## config.mk

```make
export PLATFORM = sky130hd
export DESIGN_NAME = pib_pattern_gen
export DESIGN_NICKNAME = d
export VERILOG_FILES = /design/src/rtl/pib_pkg.sv /design/src/rtl/pib_con_rom.sv /design/src/rtl/pib_con_lfsr.sv /design/src/rtl/pib_free_lfsr.sv /design/src/rtl/pib_ctrl.sv /design/src/rtl/pib_pattern_gen.sv
export SDC_FILE = /design/constraint.sdc
export NUM_CORES = 1
export LEC_CHECK = 0
export BUFFER_PORTS_ARGS = -buffer_cell sky130_fd_sc_hd__buf_2
export CORE_MARGIN = 5
export CORE_UTILIZATION = 49
export DETAILED_ROUTE_END_ITERATION = 6
export PLACE_DENSITY = 0.75
export SETUP_SLACK_MARGIN = 0.3
export SLEW_MARGIN = 20
export SYNTH_ARGS = -nofsm -noshare
export SYNTH_HDL_FRONTEND = slang
export SYNTH_SLANG_ARGS = --single-unit
```

## constraint.sdc

```tcl
create_clock -name clk -period 2.3 [get_ports clk]
set_input_delay 0.46 -clock clk [delete_from_list [all_inputs] [get_ports clk]]
set_output_delay 0.46 -clock clk [all_outputs]
set_load 0.02 [all_outputs]
```

## src/rtl/pib_pkg.sv

```systemverilog
package pib_pkg;

    typedef enum logic [1:0] {
        ST_IDLE   = 2'd0,
        ST_PHASE1 = 2'd1,
        ST_PHASE2 = 2'd2,
        ST_DONE   = 2'd3
    } pib_state_e;

    typedef struct packed {
        logic con_load;
        logic con_shift;
        logic fr_reseed;
        logic fr_shift;
        logic addr_clr;
        logic addr_inc;
    } pib_ctl_t;

endpackage

```

## src/rtl/pib_con_rom.sv

```systemverilog
module pib_con_rom #(
    parameter int K  = 6,
    parameter int NC = 4,
    parameter int AW = 2,
    parameter logic [NC*K-1:0] TABLE = '0
) (
    input  logic [AW-1:0] rd_addr,
    output logic [K-1:0]  rd_data
);
    logic [K-1:0] entry [NC];

    for (genvar i = 0; i < NC; i++) begin : g_entry
        assign entry[i] = TABLE[i*K +: K];
    end

    always_comb begin
        rd_data = '0;
        for (int i = 0; i < NC; i++) begin
            if (rd_addr == AW'(i)) begin
                rd_data = entry[i];
            end
        end
    end
endmodule

```

## src/rtl/pib_con_lfsr.sv

```systemverilog
module pib_con_lfsr #(
    parameter int W = 6,
    parameter logic [W-1:0] TAPS = '1
) (
    input  logic         clk,
    input  logic         rst_n,
    input  logic         load,
    input  logic         shift,
    input  logic [W-1:0] load_val,
    output logic [W-1:0] q
);
    logic         fb;
    logic [W-1:0] d;

    assign fb = ^(q & TAPS);

    // Per-stage selector: stored constraint bit, previous stage, or hold.
    for (genvar i = 0; i < W; i++) begin : g_stage
        if (i == 0) begin : g_head
            assign d[i] = load ? load_val[i] : (shift ? fb : q[i]);
        end else begin : g_body
            assign d[i] = load ? load_val[i] : (shift ? q[i-1] : q[i]);
        end
    end

    always_ff @(posedge clk or negedge rst_n) begin
        if (!rst_n) begin
            q <= '0;
        end else begin
            q <= d;
        end
    end
endmodule

```

## src/rtl/pib_free_lfsr.sv

```systemverilog
module pib_free_lfsr #(
    parameter int W = 10,
    parameter logic [W-1:0] TAPS = '1,
    parameter logic [W-1:0] SEED = 1
) (
    input  logic         clk,
    input  logic         rst_n,
    input  logic         reseed,
    input  logic         shift,
    output logic [W-1:0] q
);
    logic         fb;
    logic [W-1:0] d;

    assign fb = ^(q & TAPS);

    for (genvar i = 0; i < W; i++) begin : g_stage
        if (i == 0) begin : g_head
            assign d[i] = reseed ? SEED[i] : (shift ? fb : q[i]);
        end else begin : g_body
            assign d[i] = reseed ? SEED[i] : (shift ? q[i-1] : q[i]);
        end
    end

    always_ff @(posedge clk or negedge rst_n) begin
        if (!rst_n) begin
            q <= SEED;
        end else begin
            q <= d;
        end
    end
endmodule

```

## src/rtl/pib_ctrl.sv

```systemverilog
module pib_ctrl
    import pib_pkg::*;
(
    input  logic     clk,
    input  logic     rst_n,
    input  logic     start,
    input  logic     hit_v1,
    input  logic     hit_v2,
    input  logic     at_last,
    output pib_ctl_t ctl,
    output logic     pat_valid,
    output logic     end_flag,
    output logic     done
);
    pib_state_e state_q;
    pib_state_e state_d;

    always_ff @(posedge clk or negedge rst_n) begin
        if (!rst_n) begin
            state_q <= ST_IDLE;
        end else begin
            state_q <= state_d;
        end
    end

    always_comb begin
        state_d = state_q;
        unique case (state_q)
            ST_IDLE, ST_DONE: begin
                if (start) state_d = ST_PHASE1;
            end
            ST_PHASE1: begin
                if (hit_v1 && at_last) state_d = ST_PHASE2;
            end
            ST_PHASE2: begin
                if (hit_v2) state_d = ST_DONE;
            end
            default: state_d = ST_IDLE;
        endcase
    end

    always_comb begin
        ctl       = '0;
        pat_valid = 1'b0;
        end_flag  = 1'b0;
        done      = 1'b0;
        unique case (state_q)
            ST_IDLE: begin
                if (start) begin
                    ctl.con_load  = 1'b1;
                    ctl.fr_reseed = 1'b1;
                    ctl.addr_clr  = 1'b1;
                end
            end
            ST_PHASE1: begin
                pat_valid = 1'b1;
                if (hit_v1 && at_last) begin
                    ctl.con_shift = 1'b1;
                    ctl.fr_shift  = 1'b1;
                end else if (hit_v1) begin
                    ctl.con_load  = 1'b1;
                    ctl.fr_reseed = 1'b1;
                    ctl.addr_inc  = 1'b1;
                end else begin
                    ctl.fr_shift  = 1'b1;
                end
            end
            ST_PHASE2: begin
                pat_valid = 1'b1;
                end_flag  = 1'b1;
                if (!hit_v2) begin
                    ctl.con_shift = 1'b1;
                    ctl.fr_shift  = 1'b1;
                end
            end
            ST_DONE: begin
                end_flag = 1'b1;
                done     = 1'b1;
                if (start) begin
                    ctl.con_load  = 1'b1;
                    ctl.fr_reseed = 1'b1;
                    ctl.addr_clr  = 1'b1;
                end
            end
            default: begin
                pat_valid = 1'b0;
            end
        endcase
    end
endmodule

```

## src/rtl/pib_pattern_gen.sv

```systemverilog
module pib_pattern_gen
    import pib_pkg::*;
#(
    parameter int N_IN  = 16,
    parameter int K_CON = 6,
    parameter int N_CON = 4,
    parameter int V1    = 12,
    parameter int V2    = 40,
    parameter logic [K_CON-1:0]      CON_TAPS  = 6'b110000,
    parameter logic [N_IN-K_CON-1:0] FREE_TAPS = 10'b1001000000,
    parameter logic [N_IN-K_CON-1:0] FREE_SEED = 10'b1011001110,
    parameter logic [N_CON*K_CON-1:0] CON_TABLE =
        {6'b100001, 6'b011111, 6'b110010, 6'b101101}
) (
    input  logic            clk,
    input  logic            rst_n,
    input  logic            start,
    output logic [N_IN-1:0] pattern,
    output logic            pat_valid,
    output logic            end_flag,
    output logic            done
);
    localparam int FW = N_IN - K_CON;
    localparam int AW = (N_CON > 1) ? $clog2(N_CON) : 1;

    function automatic logic [FW-1:0] free_step(logic [FW-1:0] s);
        return {s[FW-2:0], ^(s & FREE_TAPS)};
    endfunction

    function automatic logic [FW-1:0] free_adv(logic [FW-1:0] s, int n);
        logic [FW-1:0] r = s;
        for (int i = 0; i < n; i++) r = free_step(r);
        return r;
    endfunction

    function automatic logic [K_CON-1:0] con_step(logic [K_CON-1:0] s);
        return {s[K_CON-2:0], ^(s & CON_TAPS)};
    endfunction

    function automatic logic [K_CON-1:0] con_adv(logic [K_CON-1:0] s, int n);
        logic [K_CON-1:0] r = s;
        for (int i = 0; i < n; i++) r = con_step(r);
        return r;
    endfunction

    localparam logic [K_CON-1:0] LAST_CON   = CON_TABLE[(N_CON-1)*K_CON +: K_CON];
    localparam logic [FW-1:0]    TERM1      = free_adv(FREE_SEED, V1 - 1);
    localparam logic [K_CON-1:0] TERM2_CON  = con_adv(con_step(LAST_CON), V2 - 1);
    localparam logic [FW-1:0]    TERM2_FREE = free_adv(free_step(TERM1), V2 - 1);

    pib_ctl_t         ctl;
    logic [AW-1:0]    addr_q;
    logic [AW-1:0]    rom_addr;
    logic [K_CON-1:0] rom_data;
    logic [K_CON-1:0] con_q;
    logic [FW-1:0]    free_q;
    logic             hit_v1;
    logic             hit_v2;
    logic             at_last;

    always_ff @(posedge clk or negedge rst_n) begin
        if (!rst_n) begin
            addr_q <= '0;
        end else if (ctl.addr_clr) begin
            addr_q <= '0;
        end else if (ctl.addr_inc) begin
            addr_q <= addr_q + 1'b1;
        end
    end

    assign rom_addr = ctl.addr_clr ? '0 : addr_q + 1'b1;

    assign hit_v1  = (free_q == TERM1);
    assign hit_v2  = ({con_q, free_q} == {TERM2_CON, TERM2_FREE});
    assign at_last = (addr_q == AW'(N_CON - 1));

    pib_con_rom #(
        .K(K_CON), .NC(N_CON), .AW(AW), .TABLE(CON_TABLE)
    ) u_rom (
        .rd_addr (rom_addr),
        .rd_data (rom_data)
    );

    pib_con_lfsr #(
        .W(K_CON), .TAPS(CON_TAPS)
    ) u_con (
        .clk      (clk),
        .rst_n    (rst_n),
        .load     (ctl.con_load),
        .shift    (ctl.con_shift),
        .load_val (rom_data),
        .q        (con_q)
    );

    pib_free_lfsr #(
        .W(FW), .TAPS(FREE_TAPS), .SEED(FREE_SEED)
    ) u_free (
        .clk    (clk),
        .rst_n  (rst_n),
        .reseed (ctl.fr_reseed),
        .shift  (ctl.fr_shift),
        .q      (free_q)
    );

    pib_ctrl u_ctrl (
        .clk       (clk),
        .rst_n     (rst_n),
        .start     (start),
        .hit_v1    (hit_v1),
        .hit_v2    (hit_v2),
        .at_last   (at_last),
        .ctl       (ctl),
        .pat_valid (pat_valid),
        .end_flag  (end_flag),
        .done      (done)
    );

    assign pattern = {con_q, free_q};
endmodule

```

==> results of run 1 <==
final cells by class:
type	count	area [sq um]	area share
clock inverters	1	30.0	0.0185
clock buffers	3	22.5	0.0139
flip-flops and latches	20	509	0.314
inverters	8	32.5	0.0201
repair buffers	34	228	0.140
well taps	28	35.0	0.0216
multi-input cells	79	764	0.471
cell usage after synthesis (all sizes together):
library cell,instances
nand3b,2
o21ai,2
dfstp,6
buf,3
nor2,4
or4,3
and3b,1
nor4,1
a21oi,6
a41o,1
a31oi,1
ha,9
nand3,1
dfrtp,14
nand2b,4
nor4b,2
xor2,2
a41oi,1
or2,1
a22o,1
mux2i,22
or3b,2
and4b,1
nand4,1
a21o,1
clkbuf,1
inv,8
nand2,8
nor3,1
layer usage:
metal / vias to the layer above / global-route usage / wire length, microns
met5: - / 0 / 0
met4: 0 / 0.0971 / 88
met3: 10 / 0.0305 / 158
met2: 38 / 0.323 / 1700
met1: 485 / 0.215 / 1260
li1: 465 / - / -
sequential cells by signal (all words and copies together), names as in the netlist:
name            count
u_free.q           10
addr_q              2
u_ctrl.state_q      2
u_con.q             6
path summary, 6_finish.rpt:
check	end	slack (ns)	cells past startpoint
max	u_con.q[5]$_DFFE_PN0P_	0.14	6
min	u_free.q[5]$_DFFE_PN0P_	0.07	1
max reg2reg	u_con.q[5]$_DFFE_PN0P_	0.14	6
min reg2reg	u_free.q[3]$_DFFE_PN1P_	0.59	2
max in group asynchronous	u_free.q[1]$_DFFE_PN1P_	1.89	1
min in group clk	addr_q[1]$_DFFE_PN0P_	0.36	2
cells by family (layout without fill, tap and decap cells):
| kind of cell | Yosys count | count (layout) |
|---|---|---|
| and+or+nand+nor | 32 | 32 |
| muxes | 22 | 22 |
| DFF | 20 | 20 |
| AOI/OAI and AO/OA | 13 | 14 |
| buffers and inverters | 12 | 46 |
| adders and majority gates | 9 | 9 |
| xor gates and xnor gates | 2 | 2 |
per-stage QoR:
step / std cells / setup WS [ns]
6_report: 173 / 0.137
5_1_grt: 173 / 0.0854
4_1_cts: 170 / 0.190
3_5_place_dp: 159 / 0.0986
3_3_place_gp: 159 / 0.158
2_1_floorplan: 110 / 0.133
critical path: stages (launching register included):
cell and delay, ns:
dfrtp_1 0.41, ha_2 0.21, buf_4 0.15, or3b_1 0.36
or4_4 0.49, a21o_4 0.28, mux2i_2 0.15
power by group:
part | leakage, uW | total (uW) | switching (uW) | internal, uW
clock network | 0.0000279 | 291 | 115 | 176
logic | 0.000536 | 1540 | 845 | 697
registers | 0.000224 | 678 | 160 | 517
timing repair:
| action | 4_1_cts | 5_1_grt |
|---|---|---|
| setup endpoints to repair | 17 | 22 |
| gates cloned | 2 | 0 |
| resized for setup | 19 | 17 |
| setup buffers | 5 | 3 |
| pin swaps | 2 | 4 |
==> metrics.md, run 1 <==
| Metric | Value |
|---|---|
| Status | completed |
| Synth area leaders | dfrtp_1 29%, mux2i_1 18%, dfstp_2 13%, ha_1 9.4%, a21oi_1 2.5% |
| Initial Utilization | 0.525 |
| Leakage | 0.000788 uW |
| Worst VDD drop | 0.000861 V |
| Fin nets | 158 |
| Crit. End Element | flip-flop |
| Clock sinks | 20 |
| Yosys reg bits | 20 |
| Gpl congestion | 0.873 |
| PD cells | 1550 mW/mm^2 |
| Period minus WS final | 2.16 ns |
| Peak Freq | 462 MHz |
| Share of cells above drive strength 1 | 0.476 |
| Avg Inst Size Synth | 10.9 sq um |
| ANT nets after route | 0 |
| Total core area | 0.00228 sq mm |
| Xor and xnor area share after synthesis | 0.0147 |
| Commonest cells after routing, fill and taps aside | 20 x mux2i_1, 20 x buf_2, 13 x dfrtp_1 |
| # DRC | 0 |
| Fillers | 153 |
| N_diodes | 0 |
| Routed WL | 3210 microns |
| RSZ-0062 raised after global routing | true |
| Area leader, netlist | dfrtp_1 |
| Max clock buf depth | 2 |
| Standard-cell rows | 17 |
| Via density per instance | 5.77 |
| Slew at the pin with the worst max-slew slack | 0.438 ns |
| Tot GR Track Use | 0.185 |
| Via count | 998 |
| Synthesized instance count | 110 |
| DR WL/cell | 18.5 microns |
| Crit path from | addr_q[1]$_DFFE_PN0P_ |
| Initial antenna violation count | 0 |
| Hold Crit Class | primary input to asynchronous set/reset pin |
| Post-Syn Area | 0.00119 sq mm |
| Area Overhead vs Synth | 35.7% |
| Final-report hold violation count | 0 |
| Iter 0 DRT Violations | 34 |
| Synthesized-area fraction occupied by and/or/nand/nor cells | 0.159 |
| Die area | 0.00353 sq mm |
| Setup TNS Final | 0 ns |
| Synth cell types | 32 |
| Adder-Cell Fraction of Synth Area | 0.0942 |
| Layout Cell Area excl Fill | 0.00162 sq mm |
| Synthesis Warnings | 0 |
| Max-Slew Margin vs Limit | 0.708 |
| Mux share of post-synthesis cell area | 0.184 |
| Final setup fails | 0 |
| Dpl hpwl | 2000 microns |
| Clock transition at path regs | 0.12 ns |
| Crit Path Category | flip-flop to flip-flop |
| Post-layout util | 0.712 |
| GRT Residual Overflow | 0 |
| H-tree depth | 1 |
| Die span in x | 59.4 microns |
| DRT Pass-1 Iters | 4 |
| Total CTS buffers | 3 |
| Syn nets | 122 |
| Hold WS | 0.0694 ns |
| Crit path required time | 2.50 ns |
| Compound-Gate Fraction of Synth Area | 0.0743 |
| # IOs | 22 |
| Die H | 59.4 microns |
| I/O Buffers | 21 |
| Top-area cell type share of the netlist area | 0.293 |
| Maxcap violations | 0 |
| TritonCTS clock tree | yes |
| Total power | 2510 uW |
| Vias in the first global route | 1,057 |
| Critical-path maximum fanout | 6 |
| Final slew viol count | 0 |
| CP Launch Type | flip-flop |
| Dpl cell area | 0.00134 sq mm |
| # hold bufs at CTS | 0 |
| Tcrit/Tclk final | 0.941 |
| Worst path arrival time | 2.36 ns |
| First-pass GRT wire length | 4890 microns |
| Worst r2r src | addr_q[1]$_DFFE_PN0P_ |
| Largest family of logic cells by synthesized area | multiplexers |
| Sequential element share of the synthesized area | 0.425 |
| Root Driver | clkbuf_4 |
| Largest net degree at the start of global routing | 21 |
| Final worst clock skew | 0.00703 ns |
| Clk_lat worst skew | 0.31 ns |
(Power assumes the default switching activity.)
==> inputs of run 2 (changes only) <==
--- a/config.mk
+++ b/config.mk
@@ -5,11 +5,11 @@
 export SDC_FILE = /design/constraint.sdc
 export NUM_CORES = 1
 export LEC_CHECK = 0
-export BUFFER_PORTS_ARGS = -buffer_cell sky130_fd_sc_hd__buf_2
 export CORE_MARGIN = 5
-export CORE_UTILIZATION = 49
+export CORE_UTILIZATION = 55
 export DETAILED_ROUTE_END_ITERATION = 6
-export PLACE_DENSITY = 0.75
+export DONT_BUFFER_PORTS = 1
+export PLACE_DENSITY = 0.74
 export SETUP_SLACK_MARGIN = 0.3
 export SLEW_MARGIN = 20
 export SYNTH_ARGS = -nofsm -noshare
==> run 2 against run 1 <==
  * First-iteration DRC count is 53% lower
  * Worst hold slack improved by 0.16 ns
  * Sequential power is 11% higher
  * Non-clock buffer count fell by 20
  * Combinational power fell by 16%
  * Register-to-register slack improved by 0.07 ns
==> metrics.md, run 2 (synthesis gave the netlist of run 1 again) <==
| Metric | Value |
|---|---|
| Max-Slew Margin vs Limit | 0.389 |
| Worst path arrival time | 2.30 ns |
| Gpl congestion | 0.864 |
| Crit path required time | 2.51 ns |
| ANT nets after route | 0 |
| DR WL/cell | 18.4 microns |
| Period minus WS final | 2.10 ns |
| Hold Crit Class | primary input to flip-flop |
| # DRC | 0 |
| Routed WL | 2800 microns |
| Final slew viol count | 0 |
| Standard-cell rows | 16 |
| GRT Residual Overflow | 0 |
| Hold WS | 0.230 ns |
| Die area | 0.00320 sq mm |
| Iter 0 DRT Violations | 16 |
| Worst VDD drop | 0.000945 V |
| Tcrit/Tclk final | 0.911 |
| Final-report hold violation count | 0 |
| Clock transition at path regs | 0.13 ns |
| Share of cells above drive strength 1 | 0.384 |
| Crit Path Category | flip-flop to flip-flop |
| Largest net degree at the start of global routing | 21 |
| Peak Freq | 477 MHz |
| Total power | 2330 uW |
| # IOs | 22 |
| Top Registers | u_free.q x10, u_con.q x6 |
| Root Driver | clkbuf_4 |
| Crit. End Element | flip-flop |
| I/O Buffers | 0 |
| Vias in the first global route | 934 |
| Fillers | 134 |
| Final setup fails | 0 |
| RSZ-0062 raised after global routing | true |
| Via count | 884 |
| Max FFs per register | 10 |
| First-pass GRT wire length | 4570 microns |
| Clk_lat worst skew | 0.30 ns |
| Leading cell type in the layout, fill and taps excluded | mux2i_1 |
| Largest register by flop count | u_free.q |
| CP Launch Type | flip-flop |
| Maxcap violations | 0 |
| Total core area | 0.00202 sq mm |
| Final worst clock skew | 0.00448 ns |
| DRT Pass-1 Iters | 4 |
| Dpl hpwl | 1860 microns |
| PD cells | 1560 mW/mm^2 |
| Via density per instance | 5.82 |
| Max clock buf depth | 2 |
| Leakage | 0.000713 uW |
| H-tree depth | 1 |
| Initial antenna violation count | 0 |
| Setup TNS Final | 0 ns |
| Total CTS buffers | 3 |
| Initial Utilization | 0.591 |
| Clock sinks | 20 |
| Die H | 56.6 microns |
| TritonCTS clock tree | yes |
| Critical-path maximum fanout | 5 |
| Area Overhead vs Synth | 25.4% |
| Status | completed |
| N_diodes | 0 |
| Tot GR Track Use | 0.181 |
| Fin nets | 138 |
| Commonest cells after routing, fill and taps aside | 20 x mux2i_1, 13 x dfrtp_1, 10 x buf_4 |
| Slew at the pin with the worst max-slew slack | 0.914 ns |
| Die span in x | 56.6 microns |
==> run 2: cell type report <==
class	count	area, sq um	area share
repair buffers	14	119	0.0793
clock buffers	3	22.5	0.0150
flip-flops and latches	20	509	0.340
inverters	8	30.0	0.0200
well taps	27	33.8	0.0225
clock inverters	1	30.0	0.0200
multi-input cells	79	754	0.503
==> run 2: routing by layer <==
metal	global-route usage	wire length (microns)
met5	0	0
met4	0.0576	13
met3	0.0459	166
met2	0.279	1380
met1	0.246	1240
==> run 2: path summary, 6_finish.rpt <==
path                                        from                            end  slack (ns)  cells after the start
max                        addr_q[0]$_DFFE_PN0P_        u_free.q[4]$_DFFE_PN0P_        0.20                      7
min                                        start          addr_q[1]$_DFFE_PN0P_        0.23                      1
max reg2reg                addr_q[0]$_DFFE_PN0P_        u_free.q[4]$_DFFE_PN0P_        0.20                      7
min reg2reg                addr_q[1]$_DFFE_PN0P_          addr_q[1]$_DFFE_PN0P_        0.60                      2
max in group asynchronous                  rst_n  u_ctrl.state_q[0]$_DFFE_PN0P_        0.97                      1
min in group asynchronous                  rst_n         u_con.q[1]$_DFFE_PN0P_        0.72                      1
==> run 2: timing repair <==
action,4_1_cts,5_1_grt
cloned,2,0
endpoints found under the setup margin,18,22
buffers inserted,3,1
gates resized for setup,18,14
pin swaps,6,10
endpoints found under the hold margin,20,0
hold buffers,1,0
==> run 2: through the flow <==
step	util	cell area, sq um	instances	setup WS (ns)
3_3_place_gp	0.625	1260	141	0.104
2_1_floorplan	-	1200	110	0.133
5_1_grt	0.741	1500	152	0.126
3_5_place_dp	0.625	1260	141	0.106
4_1_cts	0.712	1440	151	0.180
6_report	0.741	1500	152	0.205
==> run 2: report_power, final <==
group	total [uW]	internal [uW]	switching, uW	leakage [uW]
registers	752	516	236	0.000224
clock network	294	176	118	0.0000279
logic	1290	583	703	0.000461
total	2330	1280	1060	0.000713
==> run 2: critical path, stage by stage, from the launching register on <==
cell and delay (ns):
dfrtp_1 0.41, ha_2 0.19, or3b_4 0.36, or4_4 0.43, a31oi_4 0.18, buf_6 0.16, mux2i_2 0.21, nor2_1 0.05
==> inputs of run 3 (changes only) <==
--- a/config.mk
+++ b/config.mk
@@ -9,6 +9,7 @@
 export CORE_UTILIZATION = 55
 export DETAILED_ROUTE_END_ITERATION = 6
 export DONT_BUFFER_PORTS = 1
+export MAX_ROUTING_LAYER = met4
 export PLACE_DENSITY = 0.74
 export SETUP_SLACK_MARGIN = 0.3
 export SLEW_MARGIN = 20
==> run 3 against run 2 <==
  * Sequential power barely moved
  * Global-route usage rose by 0.55 points
  * Critical path depth fell by 1
  * Worst hold slack improved by 0.0020 ns
  * Utilization did not move
  * Power rose by 0.16%
  * Count of clock-buffer cells in the layout did not move
  * Wire length rose by 0.29%
  * Critical path type unchanged
  * Critical endpoint is now u_free.q[5]$_DFFE_PN0P_
  * Largest cell class unchanged
  * Highest routed layer unchanged
==> metrics.md, run 3 (synthesis gave the netlist of run 1 again) <==
| Metric | Value |
|---|---|
| Status | completed |
| CP Cell Sequence | or3b_4, or4_4, a31oi_4, buf_6, mux2i_1, nor2_1 |
| Final-report hold violation count | 0 |
| Largest register by flop count | u_free.q |
| Die span in x | 56.6 microns |
| CP Launch Type | flip-flop |
| Initial Utilization | 0.591 |
| Largest delay share family, worst path | simple AND/OR/NAND/NOR gates |
| Die area | 0.00320 sq mm |
| R2R Path End | u_free.q[5]$_DFFE_PN0P_ |
| Worst r2r src | u_free.q[1]$_DFFE_PN1P_ |
| Worst path arrival time | 2.30 ns |
| DRT Pass-1 Iters | 4 |
| Crit path to | u_free.q[5]$_DFFE_PN0P_ |
| Max-Slew Margin vs Limit | 0.386 |
| Root Driver | clkbuf_4 |
| Final slew viol count | 0 |
| Area Overhead vs Synth | 25.4% |
| Total CTS buffers | 3 |
| Commonest cells after routing, fill and taps aside | 20 x mux2i_1, 13 x dfrtp_1, 10 x buf_4 |
| Dpl hpwl | 1860 microns |
| Die H | 56.6 microns |
| Final setup fails | 0 |
| Clock transition at path regs | 0.13 ns |
| Crit. End Element | flip-flop |
| DR WL/cell | 18.5 microns |
| Max FFs per register | 10 |
| Initial antenna violation count | 0 |
| Via density per instance | 5.88 |
| Post-layout util | 0.741 |
| Maxcap violations | 0 |
| Iter 0 DRT Violations | 19 |
| ANT nets after route | 0 |
| N_diodes | 0 |
| Slew at the pin with the worst max-slew slack | 0.917 ns |
| Largest net degree at the start of global routing | 21 |
| Tcrit/Tclk final | 0.906 |
| Crit path required time | 2.51 ns |
| Slowest-stage cell, CP | dfstp_2 |
| Worst VDD drop | 0.000953 V |
| Max clock buf depth | 2 |
| Final worst clock skew | 0.0123 ns |
| Routed WL | 2810 microns |
| Tot GR Track Use | 0.186 |
| Buffers & Inverters on Critical Path | 1 |
| # IOs | 22 |
| Share of cells above drive strength 1 | 0.384 |
| Leakage | 0.000713 uW |
| CP max stage delay | 0.58 ns |
| Critical-path maximum fanout | 5 |
| Peak Freq | 480 MHz |
| H-tree depth | 1 |
| TritonCTS clock tree | yes |
| Fin nets | 138 |
| WP depth | 6 |
| Leading cell type in the layout, fill and taps excluded | mux2i_1 |
| Via count | 894 |
| Vias in the first global route | 934 |
| RSZ-0062 raised after global routing | true |
| Gpl congestion | 0.878 |
| # DRC | 0 |
| GRT Residual Overflow | 0 |
| FF-to-FF setup slack | 0.22 ns |
| Total core area | 0.00202 sq mm |
| PD cells | 1560 mW/mm^2 |
| Setup TNS Final | 0 ns |
| Top Registers | u_free.q x10, u_con.q x6 |
| I/O Buffers | 0 |
| First-pass GRT wire length | 4590 microns |
| Most Crowded Layer GR | met2 |
| Clk_lat worst skew | 0.31 ns |
| Crit Path Category | flip-flop to flip-flop |
| Period minus WS final | 2.08 ns |
| Met1 Usage GRT | 0.246 |
| M3 GR Usage | 0.0482 |
| R2R cell count | 6 |
| Standard-cell rows | 16 |
| Met2 Use GR | 0.279 |
| Crit path from | u_free.q[1]$_DFFE_PN1P_ |
| Clock sinks | 20 |
| Hold Crit Class | primary input to flip-flop |
-- run 3: cell counts in the layout (fill, tap and decap cells not counted) --
Identical to the previous run, type by type.
-- run 3: area by class of cell --
cell class / instances / area [sq um]
multi-input cells: 79 / 754
fillers: 134 / 523
flip-flops and latches: 20 / 509
repair buffers: 14 / 119
well taps: 27 / 33.8
clock inverters: 1 / 30.0
inverters: 8 / 30.0
clock buffers: 3 / 22.5
-- run 3: what timing repair did --
action	CTS	global route
buffers inserted	3	1
endpoints found under the setup margin	18	22
pin swaps	6	10
resized for setup	18	14
hold buffers	1	0
cloned	2	0
endpoints found under the hold margin	20	0
-- run 3: worst register-to-register path, cell delays in order, from the launching register on --
cell and delay, ns:
dfstp_2 0.58, or3b_4 0.37, or4_4 0.43, a31oi_4 0.18
buf_6 0.16, mux2i_1 0.21, nor2_1 0.06
-- run 3: power breakdown --
group / switching (uW) / internal, uW
Clock: 121 / 176
Combinational: 704 / 583
Sequential: 235 / 516
-- run 3: how the worst min path moves through the flow --
stage	from	endpoint	slack (ns)	cells past startpoint
finish	start	addr_q[1]$_DFFE_PN0P_	0.23	1
global route	start	addr_q[1]$_DFFE_PN0P_	0.22	1
CTS	start	addr_q[1]$_DFFE_PN0P_	0.22	1
detailed placement	rst_n	u_ctrl.state_q[0]$_DFFE_PN0P_	0.17	0
global placement	rst_n	u_ctrl.state_q[0]$_DFFE_PN0P_	0.17	0
floorplan	rst_n	addr_q[0]$_DFFE_PN0P_	0.16	0
-- run 3: through the flow --
stage                     cell area (sq um)  hold WS (ns)  power, uW  instances  setup slack [ns]
after floorplan                        1200         0.164       1540        110             0.133
after global placement                 1260         0.165       1750        141             0.104
after detailed placement               1260         0.165       1780        141             0.106
after CTS                              1440         0.224       2230        151             0.180
after global routing                   1500         0.220       2490        152             0.126
final                                  1500         0.232       2340        152             0.216
-- run 3: per-layer routing --
metal / up-vias / routed length [microns]
li1: 422 / -
met1: 449 / 1270
met2: 21 / 1370
met3: 2 / 163
met4: 0 / 13
met5: - / 0
